<file path="src/rtl/cbw_pkg.sv">
package cbw_pkg;
  localparam int DATA_BYTES = 4;
  localparam int DATA_W     = 8 * DATA_BYTES;
  localparam logic [7:0] WIN_KIND = 8'd5;

  localparam logic [1:0] REG_HDR  = 2'd0;
  localparam logic [1:0] REG_OFF  = 2'd1;
  localparam logic [1:0] REG_DATA = 2'd2;

  typedef enum logic [1:0] {
    ST_IDLE = 2'd0,
    ST_BUSY = 2'd1,
    ST_DONE = 2'd2
  } seq_st_e;

  // length code -> byte mask, zero marks an illegal length
  function automatic logic [DATA_BYTES-1:0] len_to_be(input logic [7:0] len);
    case (len)
      8'd1:    return 4'b0001;
      8'd2:    return 4'b0011;
      8'd4:    return 4'b1111;
      default: return 4'b0000;
    endcase
  endfunction
endpackage

</file>
<file path="src/rtl/cbw_regs.sv">
module cbw_regs
  import cbw_pkg::*;
#(
  parameter int                    NUM_BARS = 6,
  parameter logic [NUM_BARS-1:0]   BAR_MASK = 6'b100101,
  parameter int                    OFF_W    = 16
) (
  input  logic                  clk_i,
  input  logic                  rst_ni,
  input  logic                  wr_hdr_i,
  input  logic                  wr_off_i,
  input  logic [7:0]            bar_wr_i,
  input  logic [7:0]            len_wr_i,
  input  logic [OFF_W-1:0]      off_wr_i,
  output logic [7:0]            bar_q_o,
  output logic [7:0]            len_q_o,
  output logic [OFF_W-1:0]      off_q_o,
  output logic [DATA_BYTES-1:0] be_o,
  output logic                  legal_o
);
  logic bar_ok;
  logic aligned;
  logic [1:0] lo_mask;

  always_ff @(posedge clk_i or negedge rst_ni) begin
    if (!rst_ni) begin
      bar_q_o <= 8'd0;
      len_q_o <= 8'd4;
    end else if (wr_hdr_i) begin
      bar_q_o <= bar_wr_i;
      len_q_o <= len_wr_i;
    end
  end

  always_ff @(posedge clk_i or negedge rst_ni) begin
    if (!rst_ni)       off_q_o <= '0;
    else if (wr_off_i) off_q_o <= off_wr_i;
  end

  assign be_o = len_to_be(len_q_o);

  // low offset bits that must be clear for the programmed size
  assign lo_mask = {be_o[3], be_o[1]};
  assign aligned = (off_q_o[1:0] & lo_mask) == 2'b00;

  always_comb begin
    bar_ok = 1'b0;
    for (int i = 0; i < NUM_BARS; i++) begin
      if (bar_q_o == 8'(i) && BAR_MASK[i]) bar_ok = 1'b1;
    end
  end

  assign legal_o = (be_o != '0) && aligned && bar_ok;

  a_r3_hdr_stable: assert property (@(posedge clk_i) disable iff (!rst_ni)
    !wr_hdr_i |=> $stable(bar_q_o) && $stable(len_q_o));
  a_r3_off_stable: assert property (@(posedge clk_i) disable iff (!rst_ni)
    !wr_off_i |=> $stable(off_q_o));
endmodule

</file>
<file path="src/rtl/cbw_lane.sv">
module cbw_lane #(
  parameter int NB = 4
) (
  input  logic [NB-1:0]   be_i,
  input  logic [8*NB-1:0] din_i,
  output logic [8*NB-1:0] dout_o
);
  for (genvar b = 0; b < NB; b++) begin : g_byte
    assign dout_o[8*b +: 8] = be_i[b] ? din_i[8*b +: 8] : 8'h00;
  end
endmodule

</file>
<file path="src/rtl/cbw_seq.sv">
module cbw_seq
  import cbw_pkg::*;
(
  input  logic       clk_i,
  input  logic       rst_ni,
  input  logic       cfg_req_i,
  input  logic       cfg_we_i,
  input  logic [1:0] cfg_addr_i,
  input  logic       legal_i,
  input  logic       bk_ack_i,
  output logic       bk_req_o,
  output logic       cfg_ack_o,
  output logic       acc_we_o,
  output logic [1:0] acc_addr_o,
  output logic       wr_hdr_o,
  output logic       wr_off_o,
  output logic       wr_data_o,
  output logic       rd_zero_o,
  output logic       rd_cap_o
);
  seq_st_e st_q, st_d;
  logic    accept;
  logic    is_data;
  logic    acc_legal_q;

  assign accept  = (st_q == ST_IDLE) && cfg_req_i;
  assign is_data = cfg_addr_i == REG_DATA;

  always_comb begin
    st_d = st_q;
    case (st_q)
      ST_IDLE: if (accept) st_d = (is_data && legal_i) ? ST_BUSY : ST_DONE;
      ST_BUSY: if (bk_ack_i) st_d = ST_DONE;
      ST_DONE: st_d = ST_IDLE;
      default: st_d = ST_IDLE;
    endcase
  end

  always_ff @(posedge clk_i or negedge rst_ni) begin
    if (!rst_ni) begin
      st_q        <= ST_IDLE;
      acc_we_o    <= 1'b0;
      acc_addr_o  <= REG_HDR;
      acc_legal_q <= 1'b0;
    end else begin
      st_q <= st_d;
      if (accept) begin
        acc_we_o    <= cfg_we_i;
        acc_addr_o  <= cfg_addr_i;
        acc_legal_q <= legal_i;
      end
    end
  end

  assign bk_req_o  = st_q == ST_BUSY;
  assign cfg_ack_o = st_q == ST_DONE;
  assign wr_hdr_o  = accept && cfg_we_i && (cfg_addr_i == REG_HDR);
  assign wr_off_o  = accept && cfg_we_i && (cfg_addr_i == REG_OFF);
  assign wr_data_o = accept && cfg_we_i && is_data;
  assign rd_zero_o = accept && !cfg_we_i && is_data && !legal_i;
  assign rd_cap_o  = bk_req_o && bk_ack_i && !acc_we_o;

  a_r4_ack_after_bk: assert property (@(posedge clk_i) disable iff (!rst_ni)
    cfg_ack_o && acc_addr_o == REG_DATA && acc_legal_q |-> $past(bk_ack_i));
  a_r10_single_ack: assert property (@(posedge clk_i) disable iff (!rst_ni)
    cfg_ack_o |=> !cfg_ack_o);
  a_r10_no_ack_busy: assert property (@(posedge clk_i) disable iff (!rst_ni)
    bk_req_o |-> !cfg_ack_o);
endmodule

</file>
<file path="src/rtl/cfg_bar_window.sv">
module cfg_bar_window
  import cbw_pkg::*;
#(
  parameter int                  NUM_BARS = 6,
  parameter logic [NUM_BARS-1:0] BAR_MASK = 6'b100101,
  parameter int                  OFF_W    = 16
) (
  input  logic                  clk_i,
  input  logic                  rst_ni,
  input  logic                  cfg_req_i,
  input  logic                  cfg_we_i,
  input  logic [1:0]            cfg_addr_i,
  input  logic [DATA_W-1:0]     cfg_wdata_i,
  output logic                  cfg_ack_o,
  output logic [DATA_W-1:0]     cfg_rdata_o,
  output logic                  bk_req_o,
  output logic                  bk_we_o,
  output logic [7:0]            bk_bar_o,
  output logic [OFF_W-1:0]      bk_off_o,
  output logic [DATA_BYTES-1:0] bk_be_o,
  output logic [DATA_W-1:0]     bk_wdata_o,
  input  logic                  bk_ack_i,
  input  logic [DATA_W-1:0]     bk_rdata_i
);
  logic [7:0]        bar_q, len_q;
  logic [OFF_W-1:0]  off_q;
  logic [DATA_BYTES-1:0] be;
  logic              legal;
  logic              acc_we;
  logic [1:0]        acc_addr;
  logic              wr_hdr, wr_off, wr_data, rd_zero, rd_cap;
  logic [DATA_W-1:0] data_q, rd_masked, rd_mux;

  cbw_regs #(
    .NUM_BARS (NUM_BARS),
    .BAR_MASK (BAR_MASK),
    .OFF_W    (OFF_W)
  ) u_regs (
    .clk_i    (clk_i),
    .rst_ni   (rst_ni),
    .wr_hdr_i (wr_hdr),
    .wr_off_i (wr_off),
    .bar_wr_i (cfg_wdata_i[15:8]),
    .len_wr_i (cfg_wdata_i[23:16]),
    .off_wr_i (cfg_wdata_i[OFF_W-1:0]),
    .bar_q_o  (bar_q),
    .len_q_o  (len_q),
    .off_q_o  (off_q),
    .be_o     (be),
    .legal_o  (legal)
  );

  cbw_seq u_seq (
    .clk_i      (clk_i),
    .rst_ni     (rst_ni),
    .cfg_req_i  (cfg_req_i),
    .cfg_we_i   (cfg_we_i),
    .cfg_addr_i (cfg_addr_i),
    .legal_i    (legal),
    .bk_ack_i   (bk_ack_i),
    .bk_req_o   (bk_req_o),
    .cfg_ack_o  (cfg_ack_o),
    .acc_we_o   (acc_we),
    .acc_addr_o (acc_addr),
    .wr_hdr_o   (wr_hdr),
    .wr_off_o   (wr_off),
    .wr_data_o  (wr_data),
    .rd_zero_o  (rd_zero),
    .rd_cap_o   (rd_cap)
  );

  cbw_lane #(.NB(DATA_BYTES)) u_wr_lane (
    .be_i   (be),
    .din_i  (data_q),
    .dout_o (bk_wdata_o)
  );

  cbw_lane #(.NB(DATA_BYTES)) u_rd_lane (
    .be_i   (be),
    .din_i  (bk_rdata_i),
    .dout_o (rd_masked)
  );

  // data register: last written value or last returned read
  always_ff @(posedge clk_i or negedge rst_ni) begin
    if (!rst_ni)      data_q <= '0;
    else if (wr_data) data_q <= cfg_wdata_i;
    else if (rd_zero) data_q <= '0;
    else if (rd_cap)  data_q <= rd_masked;
  end

  // fields come straight from the registers; port is blocked while busy
  assign bk_we_o  = acc_we;
  assign bk_bar_o = bar_q;
  assign bk_off_o = off_q;
  assign bk_be_o  = be;

  always_comb begin
    case (acc_addr)
      REG_HDR:  rd_mux = {8'h00, len_q, bar_q, WIN_KIND};
      REG_OFF:  rd_mux = DATA_W'(off_q);
      REG_DATA: rd_mux = data_q;
      default:  rd_mux = '0;
    endcase
  end

  assign cfg_rdata_o = (cfg_ack_o && !acc_we) ? rd_mux : '0;

  a_r9_be_shape: assert property (@(posedge clk_i) disable iff (!rst_ni)
    bk_req_o |-> (bk_be_o == 4'h1 || bk_be_o == 4'h3 || bk_be_o == 4'hF));
  a_r7_align_half: assert property (@(posedge clk_i) disable iff (!rst_ni)
    bk_req_o && bk_be_o == 4'h3 |-> !bk_off_o[0]);
  a_r7_align_word: assert property (@(posedge clk_i) disable iff (!rst_ni)
    bk_req_o && bk_be_o == 4'hF |-> bk_off_o[1:0] == 2'b00);
  a_r8_bar_range: assert property (@(posedge clk_i) disable iff (!rst_ni)
    bk_req_o |-> bk_bar_o < 8'(NUM_BARS));
  a_r10_hold: assert property (@(posedge clk_i) disable iff (!rst_ni)
    bk_req_o && !bk_ack_i |=> bk_req_o && $stable(bk_we_o) && $stable(bk_bar_o)
      && $stable(bk_off_o) && $stable(bk_be_o) && $stable(bk_wdata_o));
  a_r2_kind: assert property (@(posedge clk_i) disable iff (!rst_ni)
    cfg_ack_o && !acc_we && acc_addr == REG_HDR |-> cfg_rdata_o[7:0] == 8'd5);
  a_r5_upper_zero: assert property (@(posedge clk_i) disable iff (!rst_ni)
    cfg_ack_o && !acc_we && acc_addr == REG_DATA && len_q == 8'd1
      |-> cfg_rdata_o[31:8] == 24'h0);
endmodule

</file>
<file path="config.mk">
export PLATFORM = sky130hd
export DESIGN_NAME = cfg_bar_window
export DESIGN_NICKNAME = d
export VERILOG_FILES = /design/src/rtl/cbw_pkg.sv /design/src/rtl/cbw_regs.sv /design/src/rtl/cbw_lane.sv /design/src/rtl/cbw_seq.sv /design/src/rtl/cfg_bar_window.sv
export SDC_FILE = /design/constraint.sdc
export NUM_CORES = 1
export LEC_CHECK = 0
export ABC_AREA = 0
export BUFFER_PORTS_ARGS = -buffer_cell sky130_fd_sc_hd__buf_2
export CAP_MARGIN = 40
export CORE_ASPECT_RATIO = 1.75
export CORE_MARGIN = 2
export CORE_UTILIZATION = 44
export CTS_CLUSTER_DIAMETER = 30
export DETAILED_ROUTE_END_ITERATION = 10
export HOLD_SLACK_MARGIN = 0.12
export PLACE_DENSITY = 0.77
export SYNTH_ARGS = -nofsm -noshare
export SYNTH_HDL_FRONTEND = slang
export SYNTH_SLANG_ARGS = --single-unit
</file>
<file path="constraint.sdc">
create_clock -name clk_i -period 2 [get_ports clk_i]
set_input_delay 0.2 -clock clk_i [delete_from_list [all_inputs] [get_ports clk_i]]
set_output_delay 0.2 -clock clk_i [all_outputs]
set_load 0.05 [all_outputs]
</file>
# Yosys cells after proc, flatten, opt, wreduce, memory -nomap -nowiden
# Index checks and enable logic that the tools add are counted.
[op_classes] div=0 n_mux=21 addsub=0 n_bitwise=1 reduce_logical=25 mul=0 order_cmp=0 eq_ne=13 shift=0
[ops] cell="32-bit two-way mux" count=4
[ops] cell="32-bit one-hot mux with 3 select lines" count=1
[ops] cell="8-bit two-way mux" count=8
[ops] cell="8-bit by 2-bit == test with 1-bit output, second input constant" count=2
[ops] cell="8-bit by 3-bit == test with 1-bit output, second input constant" count=2
[ops] cell="1-bit logical AND" count=14
[ops] cell="4-bit one-hot mux with 3 select lines" count=1
[ops] cell="8-bit by 1-bit == test with 1-bit output, second input constant" count=1
[ops] cell="2-bit logical NOT" count=4
[ops] cell="8-bit logical NOT" count=1
[ops] cell="2-bit by 1-bit == test with 1-bit output, second input constant" count=3
[ops] cell="2-bit == test, second input constant" count=3
[ops] cell="2-bit two-way mux" count=3
[ops] cell="2-bit one-hot mux with 2 select lines" count=1
[ops] cell="4-bit nonzero test" count=1
[ops] cell="1-bit logical NOT" count=3
[ops] cell="1-bit two-way mux" count=3
[ops] cell="3-bit nonzero test" count=1
[ops] cell="2-bit AND" count=1
[ops] cell="2-bit by 1-bit inequality test with 1-bit output, second input constant" count=1
[ops] cell="2-bit inequality test, second input constant" count=1
[ops] cell="2-bit AND reduction" count=1
[word_totals] latch_bits=0 memories=0 out_inout_bits=95 reg_bits=69 mem_bits_ro=0 mem_bits_rw=0 word_cells=67 input_bits=71

# Longest topological paths before layout
[logic_depth] ltp_word=10 mapped_depth=7 mapped_depth_nobuf=5

# Modules after synthesis
# A second synthesis with hierarchy kept.
[hier_totals] cells_unflattened=410 area_unflattened_um2=4106.4
[modules_own_cells] module="cfg_bar_window" n_inst=1 seq_area_each_um2=800.8 cells_each=231 area_each_um2=2105.8
[modules_own_cells] module="cbw_regs" n_inst=1 seq_area_each_um2=802.0 cells_each=90 area_each_um2=1312.5
[modules_own_cells] module="cbw_lane" n_inst=2 seq_area_each_um2=0.0 cells_each=32 area_each_um2=200.2
[modules_own_cells] module="cbw_seq" n_inst=1 seq_area_each_um2=125.1 cells_each=25 area_each_um2=287.8

# Worst setup path before layout
# No wires, ideal clock.
[synth_timing] path_type="register to output" startpoint="reg u_seq.st_q[0]" endpoint="out cfg_rdata_o[27]" required_time_ns=1.800 slack_ns=-1.258 path_stages_with_launch=6 n_path_buf=2 arrival_time_ns=3.058 path_cell_list="dfrtp_1 nor2b_1 nand2b_1 clkbuf_1 clkbuf_1 nor4_1"
[synth_via] elab_chain_cells=3
[synth_rtl] item="from (decl)" line="cbw_seq.sv:21" source="seq_st_e st_q, st_d;"
[synth_rtl] item="from (signal assigned)" line="cbw_seq.sv:46" source="st_q <= st_d;"
[synth_rtl] item="2-bit == test" line="cbw_seq.sv:56" source="assign cfg_ack_o = st_q == ST_DONE;"
[synth_rtl] item="net cfg_ack_o" line="cfg_bar_window.sv:14" source="output logic cfg_ack_o,"
[synth_rtl] item="1-bit logical AND" line="cfg_bar_window.sv:107" source="assign cfg_rdata_o = (cfg_ack_o && !acc_we) ? rd_mux : '0;"
[synth_rtl] item="32-bit two-way mux" line="cfg_bar_window.sv:107"
[synth_rtl] item="to (decl)" line="cfg_bar_window.sv:15" source="output logic [DATA_W-1:0] cfg_rdata_o,"
# The timed path passes the listed nets, and every way through them passes these cells.

# Worst setup path in the final report
[layout_timing] startpoint="reg u_regs.len_q_o[1]" endpoint="out bk_wdata_o[24]"
[layout_via] elab_chain_cells=3 word_cells_on_any_way=5 cone_classes="eq/ne (3); mux (2)"
[layout_rtl] item="from (decl)" line="cbw_regs.sv:16" source="output logic [7:0] len_q_o,"
[layout_rtl] item="from (signal assigned)" line="cbw_regs.sv:31" source="len_q_o <= len_wr_i;"
[layout_rtl] item="8-bit by 3-bit == test with 1-bit output (tied with other cells)" line="cbw_pkg.sv:18" source="case (len)"
[layout_rtl] item="4-bit one-hot mux with 3 select lines *" line="cbw_pkg.sv:18"
[layout_rtl] item="8-bit two-way mux *" line="cbw_lane.sv:9" source="assign dout_o[8*b +: 8] = be_i[b] ? din_i[8*b +: 8] : 8'h00;"
[layout_rtl] item="to (decl)" line="cfg_bar_window.sv:21" source="output logic [DATA_W-1:0] bk_wdata_o,"
# Every way passes the cells marked *; elsewhere a longest branch is shown, timed or not.

==> key figures <==
Run status
  • Status: complete, but fails checks
  • Failing checks: setup timing

Yosys
  • Most frequent cell after synthesis: dfrtp_1
  • Post-synth top area cell: dfrtp_1
  • Area share of the largest cell type after synthesis: 0.411
  • Post-synth ARST share: 1.00
  • Avg Inst Size Synth: 9.94 sq um
  • Post-synth top cells: 68 x dfrtp_1, 45 x a21oi_1, 38 x nor2_1, 37 x nand2_1, 35 x inv_1
  • Mapped cell area: 0.00415 sq mm
  • Post-synth EDFFs: 0
  • Yosys cell types: 40
  • Primary FF master, synth: dfrtp_1
  • YS warnings: 0
  • Synthesized Nets: slightly below 500
  • Seq/Total Area, Yosys: 0.417
  • Synth Instances: ~420
  • Synth Register Bits: 69
  • Top cells by area, synth: dfrtp_1 41%, a221oi_2 11%, mux2_2 8.7%, a21oi_1 5.4%, mux2i_1 4.1%

Pwr
  • Psw: 3.02 mW
  • Sequential power share: 0.292
  • Static leakage: 3.22 nW
  • Power per cell area: 997 mW/mm^2
  • Comb pwr share: 0.465
  • Sw Share: 0.426
  • Overall power: between 7 and 8 mW
  • VDD IR-drop max: between 0.0005 and 0.0006 V
  • Clk pwr share: 0.243
  • Internal Power: 4.06 mW

Detailed routing
  • Final ANT Viol Nets: 0
  • DR iter-0 viols: 265
  • DR vias: 4434
  • Drc violations: 0
  • Total wire length: 16700 microns
  • Avg Vias per Cell: between 5 and 6
  • Drt pass-1 iters: 4
  • Routed length per placed instance: 21.7 microns

STA
  • Setup-failing EPs final: between 60 and 70
  • RSZ-0062 raised after global routing: true
  • Fin Clk Skew: ~0.008 ns
  • Worst-Margin Slew: 0.642 ns
  • Peak Freq: 451 MHz
  • Fin crit share: 1.11
  • Setup total negative slack: -5.59 ns
  • Final setup margin: -0.218 ns
  • Max-slew headroom: 0.570
  • Minimum clock period: 2.22 ns
  • Final slew viol count: 0
  • Final Hold Viols: 0
  • Min Hold Slack: approximately 0.12 ns

Global route
  • First-pass GRT wire length: 24600 microns
  • Gr ovfl total: 0
  • Initial antenna violation count: 0
  • Vias in the first global route: about 4.7k
  • Overall routing resource usage: 0.313
  • Largest net degree at the start of global routing: 40

Final layout
  • Util after Layout: 0.781
  • Post-route cell area: 0.00710 sq mm
  • Synth-to-layout area growth: 71.3%
  • Layout Nets: slightly above 700
  • Fillers: 540
  • Layout cells sized above 1: 0.617
  • Ant. Diodes: 0
  • Finished Layout Cells: 767

Worst setup path
  • Reg-to-Reg End: data_q[0]$_DFFE_PN0P_
  • CP Data Required Time: 1.80 ns
  • Register-to-Register Setup Slack: -0.08 ns
  • CP max FO: 6
  • CP Data Arrival Time: 2.02 ns
  • Worst setup SP type: register
  • Critical path capture point type: output pin
  • Setup Crit Path Kind: reg -> out
  • Number of cells on the worst reg-to-reg path: 8
  • Worst r2r src: u_regs.len_q_o[0]$_DFFE_PN0P_

Placement
  • Dpl cell area: 0.00563 sq mm
  • Number of port buffers: 165
  • Pre-CTS WS: 0.00223 ns
  • Final Wtd Congestion: around 0.91
  • Post-DP HPWL: 9740 microns
  • Placed cell count: just over 700

Clock network
  • Reg clk slew, reported paths: 0.06 ns
  • Worst-skew pair later-pin latency: 0.34 ns
  • CTS tree: yes
  • CTS root buffer: clkbuf_16
  • Max H-tree Level: 3
  • CTS sink cnt: 69
  • Clock tree buffer depth: 2
  • Num CTS Buffers: 9

Floorplanning
  • Num rows: 46
  • I/O pins: 166
  • Die Ht: around 130 microns
  • Die Wd: about 77 microns
  • Initial Util: 0.456
  • Full die area: 0.0102 sq mm
  • Area of the core: a little over 0.009 sq mm

Hold path
  • Hold crit path type: in -> reg
  • Hold-critical path depth: 2
  • Hold path endpoint: u_regs.bar_q_o[1]$_DFFE_PN0P_
  • Hold path startpoint: cfg_wdata_i[9]

Flow run
  • Max Cap Viol: 0
-- logic make-up after synthesis --
group | after synthesis | share of synthesized area
AO/OA/AOI/OAI | 90 | 0.197
buffers and inverters | 70 | 0.0788
multiplexers | 51 | 0.133
XOR/XNOR | 2 | 0.00423
AND/OR/NAND/NOR | 135 | 0.170
flip-flops | 69 | 0.417
-- area by class of cell --
type	instances	area, sq um	share of cell area
Timing Repair Buffer	248	2090	0.294
Multi-Input combinational cell	279	2680	0.378
Clock inverter	7	90.1	0.0127
Sequential cell	69	1730	0.244
Tap cell	120	150	0.0211
Inverter	35	131	0.0185
Clock buffer	9	225	0.0317
-- routing by layer --
| metal | part of all wire | GRT usage |
|---|---|---|
| met5 | 0 | 0 |
| met4 | 0.048 | 0.167 |
| met3 | 0.051 | 0.0589 |
| met2 | 0.57 | 0.578 |
| met1 | 0.33 | 0.326 |
-- flip-flops by register name (all words and copies together) (netlist names) --
name              flops
data_q               32
u_regs.bar_q_o        8
u_regs.len_q_o        8
u_regs.off_q_o       16
u_seq.acc_addr_o      2
u_seq.acc_we_o        1
u_seq.st_q            2
-- power groups by stage --
stage / clock, mW / combinational [mW] / sequential [mW]
after CTS: 1.72 / 2.95 / 2.03
after global routing: 1.78 / 3.43 / 2.11
after global placement: 0 / 2.61 / 2.02
final: 1.72 / 3.29 / 2.07
after detailed placement: 0 / 2.67 / 2.04
after floorplan: 0 / 1.52 / 2.45
-- critical path, stage by stage, from the launching register on --
cell,delay [ns]
dfrtp_1,0.53
buf_4,0.23
nor4b_4,0.32
buf_6,0.18
buf_12,0.13
and2_4,0.15
buf_8,0.14
-- timing repair --
action / 4_1_cts / 5_1_grt
pin swaps: 16 / 13
hold buffers: 17 / 0
endpoints found under the hold margin: 35 / 0
setup endpoints to repair: 63 / 95
buffers inserted: 10 / 10
cloned: 4 / 5
resized for setup: 126 / 63
-- cell usage in the layout, fill, tap and decap left out, types with 2 or more instances in the layout --
cell type | synthesis | layout
buf_2 | 3 | 111
dfrtp_1 | 68 | 65
buf_4 | 2 | 57
a21oi_1 | 45 | 44
nand2_1 | 37 | 36
inv_1 | 35 | 35
mux2_2 | 32 | 32
a221oi_2 | 30 | 29
buf_6 | 7 | 23
dlygate4sd3_1 | 0 | 17
buf_8 | 0 | 17
and2_4 | 0 | 16
mux2i_1 | 17 | 16
nor2_2 | 0 | 16
nor4_4 | 0 | 15
nor2_1 | 38 | 12
clkbuf_16 | 0 | 12
buf_12 | 0 | 11
nor2_4 | 0 | 10
nor3_4 | 0 | 7
a22oi_1 | 6 | 6
clkbuf_4 | 0 | 6
nor2b_1 | 5 | 4
nor3_2 | 1 | 3
nor4b_4 | 2 | 3
clkinv_2 | 0 | 3
buf_16 | 0 | 3
dfrtp_2 | 0 | 3
nand3b_1 | 2 | 2
a221oi_4 | 0 | 2
mux2_1 | 2 | 2
clkinvlp_4 | 0 | 2
bufinv_16 | 0 | 2
-- worst max path at each step --
stage,from,to,slack (ns),cells past startpoint
floorplan,u_regs.len_q_o[3]$_DFFE_PN0P_,bk_wdata_o[10],-0.55,4
global placement,u_regs.len_q_o[3]$_DFFE_PN0P_,bk_wdata_o[11],0.03,5
detailed placement,u_regs.len_q_o[3]$_DFFE_PN0P_,bk_wdata_o[12],0.002,5
CTS,u_regs.len_q_o[5]$_DFFE_PN0P_,bk_wdata_o[24],-0.16,7
global route,u_regs.len_q_o[3]$_DFFE_PN0P_,bk_wdata_o[24],-0.27,7
finish,u_regs.len_q_o[1]$_DFFE_PN0P_,bk_wdata_o[24],-0.22,6
Note: power is estimated with default switching activity, not from simulation.
